[config.mk]
export PLATFORM = sky130hd
export DESIGN_NAME = rcause_top
export DESIGN_NICKNAME = d
export VERILOG_FILES = /design/src/rtl/rcause_pkg.sv /design/src/rtl/rcause_ctrl.sv /design/src/rtl/rcause_dp.sv /design/src/rtl/rcause_top.sv
export SDC_FILE = /design/constraint.sdc
export NUM_CORES = 1
export LEC_CHECK = 0
export BUFFER_PORTS_ARGS = -buffer_cell sky130_fd_sc_hd__buf_2
export CAP_MARGIN = 20
export CORE_AREA = 2 2 39 41
export DETAILED_ROUTE_END_ITERATION = 7
export DIE_AREA = 0 0 41 43
export GPL_TIMING_DRIVEN = 0
export PLACE_DENSITY_LB_ADDON = 0.2
export SYNTH_ARGS = -nofsm -noshare
export SYNTH_HDL_FRONTEND = slang
export SYNTH_SLANG_ARGS = --single-unit
[constraint.sdc]
create_clock -name clk -period 1 [get_ports clk]
set_input_delay 0.2 -clock clk [delete_from_list [all_inputs] [get_ports clk]]
set_output_delay 0.2 -clock clk [all_outputs]
set_load 0.01 [all_outputs]
[src/rtl/rcause_pkg.sv]
package rcause_pkg;
  localparam int BitPor    = 0;
  localparam int BitLowPwr = 1;
  localparam int BitNdm    = 2;
  localparam int BitSw     = 3;
  localparam int HwLsb     = 4;

  typedef enum logic [1:0] {
    CatNone   = 2'b00,
    CatLowPwr = 2'b01,
    CatReq    = 2'b10,
    CatIdle   = 2'b11
  } cat_e;

  typedef struct packed {
    logic porLoad;
    logic recLowPwr;
    logic recNdm;
    logic recReq;
  } ctrl_strb_t;
endpackage

[src/rtl/rcause_ctrl.sv]
module rcause_ctrl
  import rcause_pkg::*;
(
  input  logic       clk,
  input  logic       rstN,
  input  logic       porReq,
  input  logic       cpuRstN,
  input  logic       ndmReq,
  input  logic [1:0] pwrCat,
  output ctrl_strb_t strb
);
  logic muted;
  logic armedRec;
  cat_e cat;

  assign cat = cat_e'(pwrCat);

  // Muted from power-on until the processor reset is first seen released.
  always_ff @(posedge clk or negedge rstN) begin
    if (!rstN)        muted <= 1'b1;
    else if (porReq)  muted <= 1'b1;
    else if (cpuRstN) muted <= 1'b0;
  end

  assign armedRec = !muted && !cpuRstN && !porReq;

  always_comb begin
    strb           = '0;
    strb.porLoad   = porReq;
    strb.recLowPwr = armedRec && (cat == CatLowPwr);
    strb.recReq    = armedRec && (cat == CatReq);
    strb.recNdm    = armedRec && (cat == CatNone) && ndmReq;
  end
endmodule

[src/rtl/rcause_dp.sv]
module rcause_dp
  import rcause_pkg::*;
#(
  parameter int NumHw = 4,
  localparam int RegW = HwLsb + NumHw
) (
  input  logic             clk,
  input  logic             rstN,
  input  ctrl_strb_t       strb,
  input  logic             swReq,
  input  logic [NumHw-1:0] hwReq,
  input  logic             regWe,
  input  logic [RegW-1:0]  regWdata,
  output logic [RegW-1:0]  flags
);
  logic [RegW-1:0] clrMask;
  logic [RegW-1:0] setMask;

  assign clrMask = regWe ? regWdata : '0;

  always_comb begin
    setMask            = '0;
    setMask[BitLowPwr] = strb.recLowPwr;
    setMask[BitNdm]    = strb.recNdm;
    setMask[BitSw]     = strb.recReq && swReq;
  end

  // Power-on flag and the fixed cause flags.
  for (genvar b = 0; b < HwLsb; b++) begin : g_fixed
    always_ff @(posedge clk or negedge rstN) begin
      if (!rstN)             flags[b] <= (b == BitPor);
      else if (strb.porLoad) flags[b] <= (b == BitPor);
      else                   flags[b] <= (flags[b] && !clrMask[b]) || setMask[b];
    end
  end

  // One sticky flag per hardware requester.
  for (genvar i = 0; i < NumHw; i++) begin : g_hw
    always_ff @(posedge clk or negedge rstN) begin
      if (!rstN)             flags[HwLsb+i] <= 1'b0;
      else if (strb.porLoad) flags[HwLsb+i] <= 1'b0;
      else flags[HwLsb+i] <= (flags[HwLsb+i] && !clrMask[HwLsb+i])
                             || (strb.recReq && hwReq[i]);
    end
  end
endmodule

[src/rtl/rcause_top.sv]
module rcause_top
  import rcause_pkg::*;
#(
  parameter int NumHw = 4
) (
  input  logic               clk,
  input  logic               rstN,
  input  logic               porReq,
  input  logic               cpuRstN,
  input  logic               ndmReq,
  input  logic [1:0]         pwrCat,
  input  logic               swReq,
  input  logic [NumHw-1:0]   hwReq,
  input  logic               regWe,
  input  logic [NumHw+3:0]   regWdata,
  output logic [NumHw+3:0]   regRdata
);
  ctrl_strb_t strb;

  rcause_ctrl i_ctrl (
    .clk     (clk),
    .rstN    (rstN),
    .porReq  (porReq),
    .cpuRstN (cpuRstN),
    .ndmReq  (ndmReq),
    .pwrCat  (pwrCat),
    .strb    (strb)
  );

  rcause_dp #(.NumHw(NumHw)) i_dp (
    .clk      (clk),
    .rstN     (rstN),
    .strb     (strb),
    .swReq    (swReq),
    .hwReq    (hwReq),
    .regWe    (regWe),
    .regWdata (regWdata),
    .flags    (regRdata)
  );
endmodule

Word-level counts from Yosys, hierarchy flattened
Cells that the tools add are included.

Eq/ne operators: 2. Muxes and demuxes: 11. Shift operators: 0. Bitwise logic cells: 0. Add/sub/neg operators: 0. Magnitude comparators: 0. $mul: 0. Divide/modulo/power cells: 0. Reductions and logical operators: 39.

Operators with widths (number): $logic_and 1x1->1 (19); $logic_not 1->1 (11); $mux 1 (10); $mux 8 (1); $logic_or 1x1->1 (7); $eq 2x1->1 const B (1); $eq 2x2->1 const B (1); $logic_not 2->1 (1); $reduce_bool 2->1 (1).

Bits in latches: 0. Memories: 0. Bits in read-only memories: 0. Register bits: 9. Logic and storage cells: 61. Memory bits (writable): 0. Input port bits: 21. Output and inout bits: 8.

Logic depth before layout (Yosys ltp)
Gate-level depths: netlist of the first run.

Depth after elaboration: 7. Depth in mapped cells: 3. Depth with buffers taken out: 2.

Hierarchy
From an unflattened synthesis of the first run, not the netlist that was laid out.

Cell total of the unflattened synthesis: 42. Area, all modules: 445.4 um^2.

By module, submodules not included: rcause_dp (area an instance 359.1 um^2, seq. area each 201.4 um^2, cells each 33, instances 1); rcause_ctrl (area an instance 86.3 um^2, seq. area each 26.3 um^2, cells each 9, instances 1).

Worst setup path before layout of the first run
Ideal clock, no wire load.

Path type: flip-flop to flip-flop. Start: register i_ctrl.muted. End: register i_dp.flags[3]. Required time: 0.878 ns. Library setup time: 0.122 ns. Path slack: 0.049 ns. Period minus slack after synthesis: 0.951 ns. Cell stages (with the launch flop): 3. Arrival time: 0.830 ns. Path buffers: 0. Cells stage by stage: dfstp_2 > nor3_4 > a32o_1.

Word-level cells in the longest chain between the ends: 7.

Ends and longest elaborated chain: from (decl) (RTL line rcause_ctrl.sv:12) `logic muted;`; from (signal assigned) (RTL line rcause_ctrl.sv:20) `if (!rstN) muted <= 1'b1;`; from (signal assigned) (RTL line rcause_ctrl.sv:21) `else if (porReq) muted <= 1'b1;`; from (signal assigned) (RTL line rcause_ctrl.sv:22) `else if (cpuRstN) muted <= 1'b0;`; $logic_not 1->1 (RTL line rcause_ctrl.sv:25) `assign armedRec = !muted && !cpuRstN && !porReq;`; $logic_and 1x1->1 (2 in a row) (RTL line rcause_ctrl.sv:25); $logic_and 1x1->1 (RTL line rcause_ctrl.sv:31) `strb.recReq = armedRec && (cat == CatReq);`; $logic_and 1x1->1 (RTL line rcause_dp.sv:25) `setMask[BitSw] = strb.recReq && swReq;`; $logic_or 1x1->1 (RTL line rcause_dp.sv:33) `else flags[b] <= (flags[b] && !clrMask[b]) || setMask[b];`; $mux 1 (RTL line rcause_dp.sv:32) `else if (strb.porLoad) flags[b] <= (b == BitPor);`; to (signal, indexed assignment) (RTL line rcause_dp.sv:31) `if (!rstN) flags[b] <= (b == BitPor);`; to (signal, indexed assignment) (RTL line rcause_dp.sv:32); to (signal, indexed assignment) (RTL line rcause_dp.sv:33); to (decl) (RTL line rcause_dp.sv:14) `output logic [RegW-1:0] flags`.

No other way between the ends. A chain may end at the register's enable or synchronous reset.

Final worst setup path of the first run
Start: register i_dp.flags[0]. End: output port regRdata[0].

RTL lines: to (decl) (RTL line rcause_top.sv:16) `output logic [NumHw+3:0] regRdata`.

No word-level cell between the ends.

==> impl_metrics.ini, run 1 <==
[power]
cellPowerDensity_mw_per_mm2 = 1230
power_mw = 0.766
seq_power_share_pct = 50.4
netsw_mw = 0.182
p_sw_share_pct = 23.8
cellInternalPower_mw = 0.584
ir_drop_worst_vdd_mv = 0.533
leakage_nw = 0.327
comb_power_share_pct = 13.8
clock_power_share_pct = 35.8

[grt]
grt_usage_pct = 12.4
via_count_of_the_first_global_routing_pass = 383
grt_first_pass_wirelength_um = 1470
grt_util_met1_pct = 15.2
grt-busiest-layer = met2
global_route.overflow_total = 0
grt.met3_usage_pct = 4.19
grt_antenna_before_repair = 0
grt_util_met2_pct = 19.1
grt_max_degree = 10

[cells_and_area]
finish.instance_area_um2 = 622
fillerInstances = 129
area.growth.synth_to_final_pct = 46.6
postLayoutCoreUtil_pct = 44.9
antenna_diode_instance_count = 0
total_area_of_multi_input_combinational_cells_um2 = 185
area.sequential_um2 = 228
drive_gt1_share_pct = 50.0
post_layout_net_count = 92

[critical_path]
cp_data_arrival_time_ps = 890
r2r-end = i_dp.flags[4]
rr_startpoint = i_ctrl.muted
critical_path.slowest_cell = sky130_fd_sc_hd__dfstp_2
end_kind = output pin
path_cells = buf_6
path_buf_inv = 1
crit_start = i_dp.flags[0]
worstSetupStartpointType = flop
worstSetupPathType = flop to output pin
worstRegToRegCells = 2
crit_end = regRdata[0]
path_depth = 1
largest_fanout_on_the_critical_path = 2
cp_max_stage_delay_ps = 540
cp.required_ps = 800
reg2reg_slack_ps = 20
timing.critical_path.max_delay_family = flip-flops

[sta]
setup-violations-final = 1
timing.max_slew.rel_slack_pct = 73.9
rsz0062_at_grt = yes
worst_case_clock_skew_ps = 4.15
timing_hold_violations_final = 0
post-route-min-period_ps = 1090
timing.final.crit_share_pct = 109
post-route-worst-setup-slack_ps = -85.2
finalSetupTns_ps = -85.2
report.final.slew_viol_count = 0
max_slew.worst_pin.slew_ps = 391
achievable_freq_ghz = 0.922

[floorplanning]
floorplan.die.height_um = 43
fp.dieArea_mm2 = 0.00176
coreArea_mm2 = 0.00138
floorplan.rows = 14
initial_utilization_pct = 30.7
die_w_um = 41
io_pins = 29

[synthesis]
netlist-cell-type-count = 12
synth_enable_flop_cells = 0
proportion_of_synthesized_flip_flops_having_asynchronous_set_or_reset_pct = 100
synth-seq-area-share_pct = 53.7
synth_warnings = 0
yosys_most_used_dff = sky130_fd_sc_hd__dfrtp_1
post_synth_most_frequent_cells = 8 x sky130_fd_sc_hd__nand2_1, 7 x sky130_fd_sc_hd__a32o_1, 7 x sky130_fd_sc_hd__dfrtp_1, 7 x sky130_fd_sc_hd__nor2b_1, 2 x sky130_fd_sc_hd__dfstp_2
postSynthRegisterBits = 9
synth.top_cells.by_area = sky130_fd_sc_hd__dfrtp_1 41%, sky130_fd_sc_hd__a32o_1 17%, sky130_fd_sc_hd__dfstp_2 12%, sky130_fd_sc_hd__nor2b_1 10%, sky130_fd_sc_hd__nand2_1 7.1%
synth_top_cell_area_share_pct = 41.3
synthesis.area_per_instance_um2 = 11.2
post-synth-top-area-cell = sky130_fd_sc_hd__dfrtp_1
synth.net_count = 59
synth.most_common_cell = sky130_fd_sc_hd__nand2_1
netlist_area_um2 = 424
netlist_instances = 38

[detailed_routing]
route.final.wire_length_um = 1020
antenna_left = 0
route.vias.total = 415
vias_per_cell = 4.83
detailedRoute.firstIterationViolations = 7
detail_route.drc_violations = 0
wl_per_cell_um = 11.9
drt-pass1-iter-count = 3

[clocking]
clock_tree_from_tritoncts = yes
cts_buffer_depth = 2
cts-root-buf = sky130_fd_sc_hd__clkbuf_4
h-tree-depth = 1
post_cts_buffers = 0
cts_sinks = 9
clkTransAtPathRegs_ps = 60
insertion_delay_ps = 250
cts_inserted_buffers = 3

[placement]
io_buf_count = 27
gp_routability_congestion = 0.735
dpl-instance-area_um2 = 579
detailedPlace.worstSlack_ps = -5.69

[outcome]
run_status = finished with violations
failed_checks = setup timing

[hold_path]
hold_path_class = input port to flop

[job]
drv_cap = 0
==> per-stage QoR <==
stage | std cells | hold slack (ps)
detailed placement | 81 | 59.3
global placement | 81 | 60.4
CTS | 86 | 176
finish | 86 | 166
global route | 86 | 190
floorplan | 38 | -95.6
==> registers in the layout, summed over array words and instances, names as in the netlist <==
signal,flops
i_ctrl.muted,1
i_dp.flags,8
==> kinds of logic (layout without fill, tap and decap cells) <==
family / Yosys count / count (layout) / share of synthesized area (%)
AO/OA/AOI/OAI: 9 / 9 / 19.5
buffers and inverters: 3 / 35 / 2.65
flip-flops: 9 / 9 / 53.7
AND/OR/NAND/NOR: 17 / 17 / 24.2
==> metal layers <==
layer	wire, µm	vias up
li1	-	203
met1	401	192
met2	520	20
met3	100	0
met4	0	0
met5	0	-
==> how the worst min path moves through the flow <==
stage,from,end,slack [ps],cells past startpoint
floorplan,rstN,i_dp.flags[1],-100,0
global placement,rstN,i_dp.flags[5],60,1
detailed placement,rstN,i_dp.flags[5],60,1
CTS,cpuRstN,i_ctrl.muted,180,2
global route,cpuRstN,i_ctrl.muted,190,2
finish,cpuRstN,i_ctrl.muted,170,2
==> timing repair <==
action                     4_1_cts  5_1_grt
setup endpoints to repair        3        7
hold buffers                     1        0
hold endpoints to repair         7        0
resized for setup                1        0
pin swaps                        3        4
==> power groups by stage <==
stage | clock network [mW] | logic (mW) | registers, mW
floorplan | 0 | 0.0310 | 0.395
global placement | 0 | 0.101 | 0.391
detailed placement | 0 | 0.102 | 0.392
CTS | 0.280 | 0.109 | 0.386
global route | 0.296 | 0.121 | 0.387
finish | 0.274 | 0.106 | 0.386
==> cells in the final DEF (no fill, tap or decap), drive strengths merged <==
cell type	count
inv	2
buf	27
nand2	8
a21o	1
dfrtp	7
nor4	1
nor2b	7
nor3	1
o21ai	1
a32o	7
dlygate4sd3	1
clkbuf	5
dfstp	2
==> area by class of cell <==
cell class              count  share of cell area [%]
plain buffers               1                   0.604
clock buffers               4                    4.23
inverters                   2                    1.21
multi-input cells          26                    29.8
flip-flops and latches      9                    36.6
well taps                  16                    3.22
repair buffers             28                    24.3
No activity file was read; power rests on OpenSTA's default activity.
==> run 2, diff against run 1 <==
--- a/config.mk
+++ b/config.mk
@@ -5,6 +5,7 @@
 export SDC_FILE = /design/constraint.sdc
 export NUM_CORES = 1
 export LEC_CHECK = 0
+export ABC_AREA = 1
 export BUFFER_PORTS_ARGS = -buffer_cell sky130_fd_sc_hd__buf_2
 export CAP_MARGIN = 20
 export CORE_AREA = 2 2 39 41
==> run 2 against run 1 <==
The run still ends with setup timing left; synthesized cell count up 29%; clock-buffer cell count unchanged; global-route usage up 2.3 points; clock power up 5%; sequential share of layout area down 0.93 points; via count up 7.0%; worst setup slack worse by 12 ps; core utilization up 1.2 points.
==> impl_metrics.ini, run 2 <==
[synthesis]
synth-seq-area-share_pct = 52.0
netlist_area_um2 = 438
post_synth_most_frequent_cells = 17 x sky130_fd_sc_hd__nand2_1, 7 x sky130_fd_sc_hd__a21oi_1, 7 x sky130_fd_sc_hd__dfrtp_1, 7 x sky130_fd_sc_hd__nand4_1
yosys_most_used_dff = sky130_fd_sc_hd__dfrtp_1
post-synth-top-area-cell = sky130_fd_sc_hd__dfrtp_1
netlist-cell-type-count = 13
synthesis.area_per_instance_um2 = 8.94
synth_top_cell_area_share_pct = 40.0
synth_warnings = 0
postSynthRegisterBits = 9
synth.most_common_cell = sky130_fd_sc_hd__nand2_1
proportion_of_synthesized_flip_flops_having_asynchronous_set_or_reset_pct = 100
synth.top_cells.by_area = sky130_fd_sc_hd__dfrtp_1 40%, sky130_fd_sc_hd__nand2_1 15%, sky130_fd_sc_hd__dfstp_2 12%, sky130_fd_sc_hd__nand4_1 10%, sky130_fd_sc_hd__a21oi_1 8.0%
netlist_instances = 49
synth.net_count = 70
synth_enable_flop_cells = 0

[detailed_routing]
detail_route.drc_violations = 0
antenna_left = 0
vias_per_cell = 4.58
route.final.wire_length_um = 1100
wl_per_cell_um = 11.4
detailedRoute.firstIterationViolations = 1
drt-pass1-iter-count = 2
route.vias.total = 444

[clocking]
cts_inserted_buffers = 3
clock_tree_from_tritoncts = yes
insertion_delay_ps = 260
h-tree-depth = 1
clkTransAtPathRegs_ps = 60
cts_sinks = 9
cts_buffer_depth = 2
cts-root-buf = sky130_fd_sc_hd__clkbuf_4

[placement]
io_buf_count = 26
dpl-instance-area_um2 = 588
gp_routability_congestion = 0.698
place_hpwl_um = 771

[sta]
setup-violations-final = 1
max_slew.worst_pin.slew_ps = 225
report.final.slew_viol_count = 0
holdWs_ps = 152
worst_case_clock_skew_ps = 0.470
post-route-min-period_ps = 1100
timing.max_slew.rel_slack_pct = 85.0
achievable_freq_ghz = 0.911
rsz0062_at_grt = yes
timing.final.crit_share_pct = 110
post-route-worst-setup-slack_ps = -97.2
timing_hold_violations_final = 0

[cells_and_area]
area.growth.synth_to_final_pct = 45.7
drive_gt1_share_pct = 45.7
most-common-layout-cells = 26 x sky130_fd_sc_hd__buf_2, 17 x sky130_fd_sc_hd__nand2_1, 7 x sky130_fd_sc_hd__nand4_1, 7 x sky130_fd_sc_hd__a21oi_1, 7 x sky130_fd_sc_hd__dfrtp_1
registers.top_by_ff_count = i_dp.flags
antenna_diode_instance_count = 0
largest_register_ffs = 8
largestRegisters = i_dp.flags (8), i_ctrl.muted (1)
finish.instance_area_um2 = 638
mostFrequentLayoutCell = sky130_fd_sc_hd__buf_2
post_layout_net_count = 103

[critical_path]
path_depth = 1
worstSetupStartpointType = flop
critical_path.slowest_cell = sky130_fd_sc_hd__dfstp_2
cp_data_arrival_time_ps = 900
worstRegToRegCells = 3
path_cells = buf_6
timing.critical_path.max_delay_family = flip-flops
cp_max_stage_delay_ps = 540
path_buf_inv = 1
cp.required_ps = 800
end_kind = output pin
worstSetupPathType = flop to output pin
largest_fanout_on_the_critical_path = 2

[power]
leakage_nw = 0.339
cellPowerDensity_mw_per_mm2 = 1230
power_mw = 0.786
ir_drop_worst_vdd_mv = 0.457

[job]
drv_cap = 0

[hold_path]
worst_hold_stages = 2
hold_path_class = input port to flop

[floorplanning]
io_pins = 29
floorplan.die.height_um = 43
floorplan.rows = 14
coreArea_mm2 = 0.00138
die_w_um = 41
fp.dieArea_mm2 = 0.00176
initial_utilization_pct = 31.6

[grt]
global_route.overflow_total = 0
grt_max_degree = 10
grt_usage_pct = 14.7
grt_first_pass_wirelength_um = 1730
grt_antenna_before_repair = 0
via_count_of_the_first_global_routing_pass = 399

[outcome]
failed_checks = setup timing
run_status = finished with violations
run 2: cell count changes after synthesis, moves of 7 or more:
cell                      change
sky130_fd_sc_hd__a21oi_1      +7
sky130_fd_sc_hd__a32o_1       -7
sky130_fd_sc_hd__nor2b_1      -7
sky130_fd_sc_hd__nand2_1      +9
sky130_fd_sc_hd__nand4_1      +7
run 2: what timing repair did:
item | in CTS | in global routing
setup buffers | 0 | 1
endpoints found under the hold margin | 7 | 0
hold buffers | 1 | 0
pin swaps | 0 | 0
setup endpoints to repair | 1 | 7
resized for setup | 1 | 0
run 2: worst paths after layout:
path / startpoint / end / slack, ps
max reg2reg: i_ctrl.muted / i_dp.flags[7] / 140
max: i_dp.flags[0] / regRdata[0] / -100
min in group asynchronous: rstN / i_dp.flags[1] / 350
max in group asynchronous: rstN / i_ctrl.muted / 390
min reg2reg: i_dp.flags[0] / i_dp.flags[0] / 480
min: porReq / i_dp.flags[6] / 150
run 2: cells by family (layout without fill, tap and decap cells):
group,Yosys count,in the layout,share of synthesized area (%)
buf+inv,5,37,6.28
simple gates,27,27,32.6
flops,9,9,52.0
compound gates,8,8,9.14
run 2: cell type report:
| class | count | area (µm²) |
|---|---|---|
| inverter | 3 | 11.3 |
| multi-input combinational | 35 | 183 |
| buffer | 2 | 16.3 |
| tap | 16 | 20.0 |
| sequential | 9 | 228 |
| timing repair buffer | 28 | 154 |
| clock buffer | 4 | 26.3 |
| fill | 150 | 746 |
run 2: report_power, final:
| group | switching, mW | internal [mW] |
|---|---|---|
| registers | 0.00401 | 0.376 |
| clock network | 0.134 | 0.154 |
| logic | 0.0641 | 0.0536 |
| total | 0.202 | 0.584 |
run 2: per-stage QoR:
step | util [%] | instances | TNS (ps) | worst slack [ps]
after floorplan | - | 49 | 0 | 190
after global placement | 42.5 | 91 | 0 | 156
after detailed placement | 42.5 | 91 | 0 | 148
after CTS | 45.6 | 96 | -104 | -104
after global routing | 46.1 | 97 | -152 | -124
final | 46.1 | 97 | -97.2 | -97.2
run 2: metal layers:
| metal | vias to the layer above | part of all wire (%) | global-route usage, % |
|---|---|---|---|
| li1 | 229 | - | - |
| met1 | 196 | 40 | 18.9 |
| met2 | 15 | 53 | 20.9 |
| met3 | 4 | 4.4 | 1.57 |
| met4 | 0 | 2.7 | 12.0 |
| met5 | - | 0 | 0 |
==> run 3, diff against run 2 <==
--- a/config.mk
+++ b/config.mk
@@ -12,7 +12,8 @@
 export DETAILED_ROUTE_END_ITERATION = 7
 export DIE_AREA = 0 0 41 43
 export GPL_TIMING_DRIVEN = 0
-export PLACE_DENSITY_LB_ADDON = 0.2
+export PLACE_DENSITY_LB_ADDON = 0.3
 export SYNTH_ARGS = -nofsm -noshare
 export SYNTH_HDL_FRONTEND = slang
+export SYNTH_HIERARCHICAL = 1
 export SYNTH_SLANG_ARGS = --single-unit
==> run 3 against run 2 <==
The run still ends with setup timing left; fmax up 1.1%; synthesized cell count increased by 10%; clock power shrank 5%; hold slack got worse by 34 ps; via count down 0.45%.
==> impl_metrics.ini, run 3 <==
[detailed_routing]
detail_route.drc_violations = 0
antenna_left = 0
route.vias.total = 442
detailedRoute.firstIterationViolations = 4
route.final.wire_length_um = 966
drt-pass1-iter-count = 4
wl_per_cell_um = 9.47
vias_per_cell = 4.33

[sta]
post-route-worst-setup-slack_ps = -85.4
finalSetupTns_ps = -85.4
timing.max_slew.rel_slack_pct = 72.1
timing.final.crit_share_pct = 109
post-route-min-period_ps = 1090
timing_hold_violations_final = 0
achievable_freq_ghz = 0.921
rsz0062_at_grt = yes
worst_case_clock_skew_ps = 0.199
report.final.slew_viol_count = 0
max_slew.worst_pin.slew_ps = 419
setup-violations-final = 1

[synthesis]
netlist_instances = 54
synth-seq-area-share_pct = 53.4
synth_top_cell_area_share_pct = 41.1
synth.most_common_cell = sky130_fd_sc_hd__nand2_1
synth_simple_gate_area_share_pct = 26.7
post_synth_most_frequent_cells = 22 x sky130_fd_sc_hd__nand2_1, 7 x sky130_fd_sc_hd__a21oi_1, 7 x sky130_fd_sc_hd__dfrtp_1, 5 x sky130_fd_sc_hd__inv_1
proportion_of_synthesized_flip_flops_having_asynchronous_set_or_reset_pct = 100
yosys_most_used_dff = sky130_fd_sc_hd__dfrtp_1
synth_warnings = 6
synth-xor-area-share_pct = 0
synthMuxAreaShare_pct = 0
synthesis.area_per_instance_um2 = 7.90
synth_fa_ha_area_share_pct = 0
postSynthRegisterBits = 9
synth.net_count = 75
netlist-cell-type-count = 14
synth_enable_flop_cells = 0
post_synthesis_compound_gate_area_fraction_pct = 11.7
synth_top_family_by_area = simple AND/OR/NAND/NOR gates
post-synth-top-area-cell = sky130_fd_sc_hd__dfrtp_1
synth.top_cells.by_area = sky130_fd_sc_hd__dfrtp_1 41%, sky130_fd_sc_hd__nand2_1 19%, sky130_fd_sc_hd__dfstp_2 12%, sky130_fd_sc_hd__a21oi_1 8.2%, sky130_fd_sc_hd__inv_1 4.4%
netlist_area_um2 = 427

[clocking]
cts_sinks = 9
cts_inserted_buffers = 3
cts-root-buf = sky130_fd_sc_hd__clkbuf_4
clock_tree_from_tritoncts = yes
h-tree-depth = 1
insertion_delay_ps = 250
cts_buffer_depth = 2
clkTransAtPathRegs_ps = 60

[outcome]
failed_checks = setup timing
run_status = finished with violations

[cells_and_area]
post_layout_net_count = 108
largest_register_ffs = 8
mostFrequentLayoutCell = sky130_fd_sc_hd__buf_2
antenna_diode_instance_count = 0
most-common-layout-cells = 27 x sky130_fd_sc_hd__buf_2, 20 x sky130_fd_sc_hd__nand2_1, 7 x sky130_fd_sc_hd__dfrtp_1
drive_gt1_share_pct = 51.2
total_area_of_multi_input_combinational_cells_um2 = 193
finish.instance_area_um2 = 653
fillerInstances = 150
post_layout_nonfiller_instances = 102
largestRegisters = i_dp/flags (8), i_ctrl/muted (1)
area.sequential_um2 = 228
area.growth.synth_to_final_pct = 53.1
registers.top_by_ff_count = i_dp/flags

[power]
comb_power_share_pct = 14.1
p_sw_share_pct = 23.4
cellPowerDensity_mw_per_mm2 = 1170
seq_power_share_pct = 49.9
clock_power_share_pct = 35.9
cellInternalPower_mw = 0.583
leakage_nw = 0.343
power_mw = 0.761
ir_drop_worst_vdd_mv = 0.528
netsw_mw = 0.178

[floorplanning]
fp.dieArea_mm2 = 0.00176
initial_utilization_pct = 30.8
die_w_um = 41
floorplan.die.height_um = 43
coreArea_mm2 = 0.00138
floorplan.rows = 14
io_pins = 29

[placement]
io_buf_count = 27
dpl-instance-area_um2 = 582
placed_cells = 97
detailedPlace.worstSlack_ps = -100
place_hpwl_um = 708
gp_routability_congestion = 0.656

[critical_path]
worstSetupPathType = flop to output pin
path_buf_inv = 1
cp_data_arrival_time_ps = 890
cp_max_stage_delay_ps = 540
critical_path.slowest_cell = sky130_fd_sc_hd__dfstp_2
largest_fanout_on_the_critical_path = 2
timing.critical_path.max_delay_family = flip-flops
cp.required_ps = 800
worstSetupStartpointType = flop
end_kind = output pin
path_cells = buf_6

[grt]
grt_usage_pct = 12.6
grt_first_pass_wirelength_um = 1430
grt_antenna_before_repair = 0
via_count_of_the_first_global_routing_pass = 401
global_route.overflow_total = 0
grt_max_degree = 10

[job]
drv_cap = 0

[hold_path]
hold_path_class = input port to flop
[run 3: cell types whose count changed after synthesis, sizes merged]
cell and delta:
o21ai -1, nand4 -7, a21o +1, clkbuf +1, o21bai +1, nand2 +6, inv +2, nor2 +1
nand3 +1
[run 3: worst paths after layout]
kind                               start             to  slack (ps)  depth (start not counted)
max in group asynchronous           rstN  i_dp/flags[0]         440                          2
min in group asynchronous           rstN  i_dp/flags[5]         320                          2
max reg2reg                 i_ctrl/muted  i_dp/flags[4]          50                          5
min reg2reg                 i_ctrl/muted   i_ctrl/muted         500                          2
min                              cpuRstN   i_ctrl/muted         120                          2
max                        i_dp/flags[0]    regRdata[0]         -90                          1
[run 3: what timing repair did]
action / 4_1_cts / 5_1_grt
endpoints found under the setup margin: 6 / 12
hold buffers: 1 / 0
buffers inserted: 0 / 0
hold endpoints to repair: 7 / 0
resized for setup: 3 / 7
pin swaps: 0 / 6
[run 3: cells by family (layout without fill, tap and decap cells)]
family	after synthesis	after routing
simple gates	28	28
compound gates	9	9
buf+inv	8	40
flops	9	9
[run 3: power groups by stage]
stage	registers, mW	clock network (mW)	logic (mW)
2_1_floorplan	0.388	0	0.0364
3_3_place_gp	0.385	0	0.0937
3_5_place_dp	0.385	0	0.0950
4_1_cts	0.379	0.290	0.104
5_1_grt	0.381	0.311	0.122
6_report	0.380	0.274	0.107
[run 3: metal layers]
layer | vias up | part of all wire [%] | GRT usage (%)
li1 | 229 | - | -
met1 | 196 | 41 | 13.2
met2 | 15 | 50 | 19.7
met3 | 2 | 7.3 | 3.14
met4 | 0 | 1.7 | 10.0
met5 | - | 0 | 0
[run 3: cell type report]
cell class / count / area share, %
sequential: 9 / 34.9
multi-input combinational: 37 / 29.5
timing repair buffer: 28 / 23.2
clock buffer: 4 / 4.02
tap: 16 / 3.07
inverter: 5 / 2.87
buffer: 3 / 2.49
[run 3: stage by stage]
step                util, %  hold WS, ps
floorplan                 -        -95.6
finish                 47.2          118
detailed placement     42.0         62.4
global route           47.2          114
global placement       42.0         60.8
CTS                    45.7          107
